`config.mk`:
```
export PLATFORM = sky130hd
export DESIGN_NAME = fracn_cfg_ctrl
export DESIGN_NICKNAME = d
export VERILOG_FILES = /design/src/rtl/fcc_pkg.sv /design/src/rtl/fcc_seqdiv.sv /design/src/rtl/fcc_serial.sv /design/src/rtl/fracn_cfg_ctrl.sv
export SDC_FILE = /design/constraint.sdc
export NUM_CORES = 2
export LEC_CHECK = 0
export BUFFER_PORTS_ARGS = -buffer_cell sky130_fd_sc_hd__buf_2
export CAP_MARGIN = 15
export CORE_MARGIN = 5
export CORE_UTILIZATION = 57
export DETAILED_ROUTE_END_ITERATION = 7
export PLACE_DENSITY = 0.73
export SLEW_MARGIN = 20
export SYNTH_ARGS = -nofsm -noshare
export SYNTH_HDL_FRONTEND = slang
export SYNTH_SLANG_ARGS = --single-unit
```
`constraint.sdc`:
```
create_clock -name clk -period 20.5 [get_ports clk]
set_clock_uncertainty 0.15 [all_clocks]
set_input_delay 0 -clock clk [delete_from_list [all_inputs] [get_ports clk]]
set_output_delay 0 -clock clk [all_outputs]
set_load 0.1 [all_outputs]
```
`src/rtl/fcc_pkg.sv`:
```
package fcc_pkg;
    localparam int FREQ_W   = 32;
    localparam int INT_W    = 16;
    localparam int FRAC_W   = 12;
    localparam int DSEL_W   = 3;
    localparam int DSEL_MAX = 6;
    localparam int WORD_W   = 32;
    localparam int NREG     = 6;
    localparam int DIV_W    = 48;
    localparam int VCO_W    = FREQ_W + DSEL_MAX + 2;
    localparam int PFD_HZ   = 10_000_000;
    localparam int MOD_VAL  = 4095;
    localparam logic [VCO_W-1:0] VCO_MIN = VCO_W'(64'd2_200_000_000);
    localparam logic [WORD_W-1:0] R2_FIX = 32'h0000_4E42;
    localparam logic [WORD_W-1:0] R3_FIX = 32'h0000_04B3;
    localparam logic [WORD_W-1:0] R5_FIX = 32'h0058_0005;

    typedef enum logic [2:0] {
        ST_INIT, ST_INITW, ST_IDLE, ST_QINT, ST_QFRAC, ST_QACT, ST_SEND
    } ctl_st_t;

    typedef struct packed {
        logic [INT_W-1:0]  ival;
        logic [FRAC_W-1:0] fval;
        logic [DSEL_W-1:0] dsel;
    } cfg_t;

    localparam cfg_t INIT_CFG = '{ival: 16'd220, fval: 12'd0, dsel: 3'd0};

    function automatic logic [DSEL_W-1:0] pick_dsel(input logic [FREQ_W-1:0] f);
        logic [DSEL_W-1:0] d;
        d = DSEL_W'(DSEL_MAX);
        for (int k = DSEL_MAX; k >= 0; k--) begin
            if ((VCO_W'(f) << k) >= VCO_MIN) d = DSEL_W'(k);
        end
        return d;
    endfunction

    function automatic logic [NREG*WORD_W-1:0] build_words(input cfg_t c);
        logic [NREG*WORD_W-1:0] w;
        w[0*WORD_W +: WORD_W] = {1'b0, c.ival, c.fval, 3'd0};
        w[1*WORD_W +: WORD_W] = {17'd0, FRAC_W'(MOD_VAL), 3'd1};
        w[2*WORD_W +: WORD_W] = R2_FIX;
        w[3*WORD_W +: WORD_W] = R3_FIX;
        w[4*WORD_W +: WORD_W] = {8'd0, 1'b1, c.dsel, 17'd0, 3'd4};
        w[5*WORD_W +: WORD_W] = R5_FIX;
        return w;
    endfunction
endpackage

```
`src/rtl/fcc_seqdiv.sv`:
```
module fcc_seqdiv #(
    parameter int W = 48
) (
    input  logic         clk,
    input  logic         rst,
    input  logic         start,
    input  logic [W-1:0] dividend,
    input  logic [W-1:0] divisor,
    output logic [W-1:0] quot,
    output logic [W-1:0] rem,
    output logic         done
);
    localparam int CW = $clog2(W + 1);

    logic [W-1:0]  q, r, bq;
    logic [CW-1:0] cnt;
    logic          run;
    logic [W:0]    trial;

    assign trial = {r, q[W-1]};

    always_ff @(posedge clk) begin
        if (rst) begin
            q <= '0; r <= '0; bq <= '0; cnt <= '0; run <= 1'b0; done <= 1'b0;
        end else begin
            done <= 1'b0;
            if (start) begin
                q <= dividend; r <= '0; bq <= divisor;
                cnt <= CW'(W); run <= 1'b1;
            end else if (run) begin
                if (trial >= {1'b0, bq}) begin
                    r <= W'(trial - {1'b0, bq});
                    q <= {q[W-2:0], 1'b1};
                end else begin
                    r <= trial[W-1:0];
                    q <= {q[W-2:0], 1'b0};
                end
                cnt <= cnt - 1'b1;
                if (cnt == CW'(1)) begin
                    run  <= 1'b0;
                    done <= 1'b1;
                end
            end
        end
    end

    assign quot = q;
    assign rem  = r;

    p_rem_below_divisor_r4: assert property (@(posedge clk) disable iff (rst)
        done |-> (r < bq));
endmodule

```
`src/rtl/fcc_serial.sv`:
```
module fcc_serial #(
    parameter int NW = 6,
    parameter int WW = 32
) (
    input  logic           clk,
    input  logic           rst,
    input  logic           start,
    input  logic [NW*WW-1:0] words,
    output logic           sclk,
    output logic           sdata,
    output logic           le,
    output logic           done
);
    localparam int IW = $clog2(NW + 1);
    localparam int BW = $clog2(WW);

    typedef enum logic [1:0] {SI_IDLE, SI_BIT, SI_LATCH, SI_GAP} ser_st_t;

    ser_st_t          st;
    logic [NW*WW-1:0] sh;
    logic [BW-1:0]    bitc;
    logic [IW-1:0]    wleft;
    logic             ph;

    always_ff @(posedge clk) begin
        if (rst) begin
            st <= SI_IDLE; sh <= '0; bitc <= '0; wleft <= '0; ph <= 1'b0;
            sclk <= 1'b0; sdata <= 1'b0; le <= 1'b0; done <= 1'b0;
        end else begin
            done <= 1'b0;
            case (st)
                SI_IDLE: if (start) begin
                    sh <= words; bitc <= '0; ph <= 1'b0;
                    wleft <= IW'(NW); st <= SI_BIT;
                end
                SI_BIT: begin
                    if (!ph) begin
                        sclk  <= 1'b0;
                        sdata <= sh[NW*WW-1];
                        ph    <= 1'b1;
                    end else begin
                        sclk <= 1'b1;
                        ph   <= 1'b0;
                        sh   <= sh << 1;
                        bitc <= bitc + 1'b1;
                        if (bitc == BW'(WW - 1)) st <= SI_LATCH;
                    end
                end
                SI_LATCH: begin
                    sclk  <= 1'b0;
                    le    <= 1'b1;
                    wleft <= wleft - 1'b1;
                    st    <= SI_GAP;
                end
                default: begin
                    le <= 1'b0;
                    if (wleft == '0) begin
                        done <= 1'b1;
                        st   <= SI_IDLE;
                    end else begin
                        st <= SI_BIT;
                    end
                end
            endcase
        end
    end

    p_le_with_clock_low_r1: assert property (@(posedge clk) disable iff (rst)
        le |-> !sclk);
    p_le_single_cycle_r1: assert property (@(posedge clk) disable iff (rst)
        le |=> !le);
endmodule

```
`src/rtl/fracn_cfg_ctrl.sv`:
```
module fracn_cfg_ctrl
    import fcc_pkg::*;
(
    input  logic              clk,
    input  logic              rst,
    input  logic [FREQ_W-1:0] req_freq,
    output logic              busy,
    output logic              done,
    output logic [INT_W-1:0]  int_val,
    output logic [FRAC_W-1:0] frac_val,
    output logic [DSEL_W-1:0] div_sel,
    output logic [FREQ_W:0]   act_freq,
    output logic              spi_clk,
    output logic              spi_data,
    output logic              spi_le
);
    localparam logic [DIV_W-1:0] PFD_D = DIV_W'(PFD_HZ);
    localparam logic [DIV_W-1:0] MOD_D = DIV_W'(MOD_VAL);

    ctl_st_t           state;
    cfg_t              cfg;
    logic [FREQ_W-1:0] tgt, last_req;
    logic [FREQ_W:0]   act_r;
    logic              init_done;

    logic              div_start, div_done;
    logic [DIV_W-1:0]  div_a, div_b, div_q, div_r;
    logic              tx_start, tx_done;
    logic [NREG*WORD_W-1:0] tx_words;
    logic [DSEL_W-1:0] dsel_new;
    logic [FRAC_W-1:0] frac_next;
    logic              unused_bits;

    assign dsel_new    = pick_dsel(req_freq);
    assign frac_next   = div_q[FRAC_W-1:0] + 1'b1;
    assign tx_words    = build_words(init_done ? cfg : INIT_CFG);
    assign unused_bits = ^div_q[DIV_W-1:FREQ_W+1];

    fcc_seqdiv #(.W(DIV_W)) u_div (
        .clk(clk), .rst(rst), .start(div_start), .dividend(div_a),
        .divisor(div_b), .quot(div_q), .rem(div_r), .done(div_done)
    );

    fcc_serial #(.NW(NREG), .WW(WORD_W)) u_ser (
        .clk(clk), .rst(rst), .start(tx_start), .words(tx_words),
        .sclk(spi_clk), .sdata(spi_data), .le(spi_le), .done(tx_done)
    );

    always_ff @(posedge clk) begin
        if (rst) begin
            state <= ST_INIT; cfg <= '0; tgt <= '0; last_req <= '0;
            act_r <= '0; init_done <= 1'b0;
            div_start <= 1'b0; div_a <= '0; div_b <= '0; tx_start <= 1'b0;
            busy <= 1'b0; done <= 1'b0;
            int_val <= '0; frac_val <= '0; div_sel <= '0; act_freq <= '0;
        end else begin
            div_start <= 1'b0;
            tx_start  <= 1'b0;
            done      <= 1'b0;
            case (state)
                ST_INIT: begin
                    busy     <= 1'b1;
                    tx_start <= 1'b1;
                    state    <= ST_INITW;
                end
                ST_INITW: if (tx_done) begin
                    busy      <= 1'b0;
                    init_done <= 1'b1;
                    state     <= ST_IDLE;
                end
                ST_IDLE: if (req_freq != last_req) begin
                    tgt       <= req_freq;
                    last_req  <= req_freq;
                    busy      <= 1'b1;
                    cfg.dsel  <= dsel_new;
                    div_a     <= DIV_W'(req_freq) << dsel_new;
                    div_b     <= PFD_D;
                    div_start <= 1'b1;
                    state     <= ST_QINT;
                end
                ST_QINT: if (div_done) begin
                    cfg.ival  <= div_q[INT_W-1:0];
                    div_a     <= div_r * MOD_D;
                    div_start <= 1'b1;
                    state     <= ST_QFRAC;
                end
                ST_QFRAC: if (div_done) begin
                    cfg.fval  <= frac_next;
                    div_a     <= (DIV_W'(cfg.ival) * MOD_D + DIV_W'(frac_next)) * PFD_D;
                    div_b     <= MOD_D << cfg.dsel;
                    div_start <= 1'b1;
                    state     <= ST_QACT;
                end
                ST_QACT: if (div_done) begin
                    act_r    <= div_q[FREQ_W:0];
                    tx_start <= 1'b1;
                    state    <= ST_SEND;
                end
                default: if (tx_done) begin
                    int_val  <= cfg.ival;
                    frac_val <= cfg.fval;
                    div_sel  <= cfg.dsel;
                    act_freq <= act_r;
                    done     <= 1'b1;
                    busy     <= 1'b0;
                    state    <= ST_IDLE;
                end
            endcase
        end
    end

    p_done_one_cycle_r8: assert property (@(posedge clk) disable iff (rst)
        done |=> !done);
    p_done_after_busy_r8: assert property (@(posedge clk) disable iff (rst)
        done |-> ($past(busy) && !busy));
    p_act_not_below_r6: assert property (@(posedge clk) disable iff (rst)
        done |-> (act_freq >= {1'b0, tgt}));
    p_frac_nonzero_r5: assert property (@(posedge clk) disable iff (rst)
        done |-> (frac_val != '0));
    p_dsel_range_r3: assert property (@(posedge clk) disable iff (rst)
        done |-> (div_sel <= DSEL_W'(DSEL_MAX)));
endmodule

```
==> results.json <==
{
  "status": "finished clean",
  "hold_violations": 0,
  "overflow": 0,
  "clk_pin_slew_ps": 60,
  "timing.setup.tns_ps": 0,
  "antenna_found_initial": 3,
  "die_y_um": 292,
  "syn_nets": 5822,
  "r2r_slack_ps": 8650,
  "slew_headroom_pct": 33.7,
  "ioPinCount": 103,
  "yosysSeqAreaShare_pct": 24.7,
  "avgSynthCellArea_sq_um": 9.32,
  "area_growth_pct": 8.11,
  "synth_cells": 4864,
  "slowest_stage": "fa_1",
  "clkPwrFrac_pct": 34.8,
  "drive_above_1_share_pct": 5.49,
  "grt_max_degree": 120,
  "numCtsBuffers": 60,
  "clockBufferDepth": 3,
  "grtUsageMet1_pct": 35.7,
  "die_x_um": 292,
  "row_count": 103,
  "finalCritPeriodShare_pct": 57.8,
  "hp-class": "in2reg",
  "htree_levels": 2,
  "yosys_warnings": 0,
  "gp_congestion": 0.936,
  "worstSetupPathType": "reg2reg",
  "layout.nets": 5812,
  "p_sw_mw": 1.13,
  "fmax_ghz": 0.0844,
  "initial_utilization_pct": 57.5,
  "drv_cap": 0,
  "drcViolationCount": 0,
  "vias": 34409,
  "power.leakage_nw": 23.2,
  "setup_viol_count_final": 0,
  "power.internal_mw": 2.21,
  "fin_util_pct": 62.1,
  "synth.ff_latch_count": 558,
  "grt_pass1_vias": 34380,
  "synth.top_cell.area_share_pct": 24.7,
  "dp_hpwl_um": 86700,
  "insertion_delay_ps": 670,
  "worstPathMaxFanout": 8,
  "nFillCells": 6635,
  "busiest_layer": "met2",
  "cts-resized-gates": 0,
  "synth_async_sr_flop_share_pct": 0,
  "synthesis.area_sq_um": 45300,
  "vias_per_cell": 5.78,
  "io_buffers": 102,
  "p_seq_share_pct": 36.6,
  "grt_pass1_wl_um": 183000,
  "synth.distinct_cells": 86,
  "grt.met3_usage_pct": 3.63,
  "path_common_cell": "fa_1",
  "routed_wl_um": 112000,
  "coreArea_sq_um": 78900,
  "pwr-share-comb_pct": 28.6,
  "drv_slew": 0,
  "multi_input_area_sq_um": 31000,
  "period_minus_slack_ps": 11850,
  "netSwitchingFraction_pct": 33.8,
  "drt_pass1_iterations": 6,
  "final_common_cell": "inv_1",
  "cp_data_arrival_time_ps": 12250,
  "dieArea_sq_um": 85200,
  "tightestPinTransition_ps": 989,
  "worst_setup_path_end_kind": "register",
  "drt_iter0_markers": 2850,
  "crit_required_ps": 20900,
  "ys_top_cells_by_area": "dfxtp_1 25%, fa_1 24%, ha_1 11%, inv_1 4.9%, a21oi_1 3.8%",
  "rsz0062_at_grt": "no",
  "grt_use_met2_pct": 42.8,
  "max_stage_delay_ps": 560,
  "root_buffer": "clkbuf_16",
  "postRouteAntennaNets": 0,
  "synth_flop_cell": "dfxtp_1",
  "regArea_sq_um": 11200,
  "final_cell_mix": "592 x inv_1, 556 x dfxtp_1, 532 x fa_1",
  "grt_usage_pct": 26.0,
  "yosys.area.top_type": "dfxtp_1",
  "synth_edf_count": 0,
  "numClockSinks": 558,
  "vdd_drop_max_v": 0.000123,
  "start_kind": "register",
  "wl_per_cell_um": 18.9,
  "p_per_area_nw_per_um2": 68.3,
  "cts_tree": "built"
}
==> repair_timing <==
action,4_1_cts,5_1_grt
endpoints found under the hold margin,142,0
setup buffers,0,0
hold buffers,37,0
==> final timing paths <==
check,start,endpoint,depth (start not counted)
worst max-delay path,u_div.quot[2]$_SDFFE_PP0P_,div_a[47]$_SDFFE_PP0P_,41
worst min-delay path,req_freq[0],last_req[0]$_SDFFE_PP0P_,4
worst max register to register,u_div.quot[2]$_SDFFE_PP0P_,div_a[47]$_SDFFE_PP0P_,41
worst min register to register,act_freq[0]$_SDFFE_PP0P_,act_freq[0]$_SDFFE_PP0P_,2
==> final cells by class <==
type                    instances  share of cell area [%]
well taps                    1050                    2.68
flip-flops and latches        558                    22.8
clock buffers                  84                    3.47
multi-input cells            3471                    63.2
inverters                     592                    4.54
repair buffers                171                    2.36
diodes                          5                  0.0255
clock inverters                24                   0.896
==> per-stage QoR <==
| stage | worst slack [ps] | total power [mW] | hold slack (ps) | cell area (sq um) | std cells |
|---|---|---|---|---|---|
| 3_5_place_dp | 8780 | 2.19 | 181 | 46500 | 5805 |
| 6_report | 8650 | 3.34 | 123 | 49000 | 5955 |
| 3_3_place_gp | 9070 | 2.16 | 168 | 46400 | 5804 |
| 2_1_floorplan | 9830 | 1.96 | -6.06 | 45300 | 4864 |
| 5_1_grt | 7850 | 3.53 | 163 | 49000 | 5952 |
| 4_1_cts | 8710 | 3.36 | 76.4 | 49000 | 5950 |
==> Yosys cell counts (all sizes together) (5+ instances only) <==
| cell type | number |
|---|---|
| inv | 592 |
| o21ai | 117 |
| a2111oi | 7 |
| nor3 | 84 |
| a211oi | 76 |
| nor2b | 21 |
| o221ai | 8 |
| buf | 55 |
| o2111ai | 5 |
| a21oi | 342 |
| a31o | 6 |
| a22oi | 21 |
| a22o | 120 |
| mux2i | 159 |
| nand2b | 26 |
| nand3b | 7 |
| and4 | 6 |
| o21bai | 16 |
| o21a | 17 |
| a221o | 6 |
| and2 | 18 |
| a211o | 6 |
| clkbuf | 188 |
| dfxtp | 558 |
| nor4 | 20 |
| a21boi | 16 |
| a221oi | 40 |
| or3 | 27 |
| xor2 | 81 |
| xnor2 | 124 |
| or2 | 7 |
| a21o | 58 |
| o211ai | 16 |
| a311oi | 23 |
| o31a | 6 |
| nand2 | 383 |
| and3 | 63 |
| nand3 | 56 |
| nor2 | 420 |
| fa | 532 |
| a31oi | 32 |
| o22ai | 34 |
| nand4 | 25 |
| ha | 392 |
==> cell families (layout without fill, tap and decap cells) <==
| logic type | after synthesis | in the layout | synth area share (%) |
|---|---|---|---|
| buffers and inverters | 835 | 871 | 7.10 |
| adder cells (fa/ha/maj) | 924 | 924 | 34.3 |
| AND/OR/NAND/NOR | 1177 | 1177 | 11.6 |
| multiplexers | 162 | 162 | 3.59 |
| XOR/XNOR | 206 | 206 | 4.01 |
| other | 0 | 5 | 0 |
| AO/OA/AOI/OAI | 1002 | 1002 | 14.8 |
| flip-flops | 558 | 558 | 24.7 |
==> power by group through the flow <==
| stage | combinational [mW] | clock (mW) | sequential (mW) |
|---|---|---|---|
| after floorplan | 0.733 | 0 | 1.23 |
| after global placement | 0.920 | 0 | 1.24 |
| after detailed placement | 0.939 | 0 | 1.25 |
| after CTS | 0.950 | 1.19 | 1.22 |
| after global routing | 1.06 | 1.23 | 1.23 |
| final | 0.955 | 1.17 | 1.22 |
==> state kept, by name, indices dropped and copies added (netlist names), 31 cells and up <==
name	cells
u_ser.sh	189
u_div.quot	48
cfg	31
div_a	48
u_div.rem	48
act_freq	33
act_r	33
last_req	32
==> routing by layer <==
metal | wire length (um) | vias up
met4 | 4430 | 0
met5 | 0 | -
met1 | 48700 | 16728
li1 | - | 16376
met3 | 6490 | 238
met2 | 52800 | 1067
==> worst max-delay path: cells and delay by family, from the launching register on <==
kind | cells | cell delay (ps)
AOI/OAI and AO/OA | 11 | 2520
xor gates and xnor gates | 3 | 990
adders and majority gates | 12 | 5440
buffers and inverters | 5 | 250
DFF | 1 | 480
and+or+nand+nor | 10 | 1890
Power figures use the tool's default switching activity.
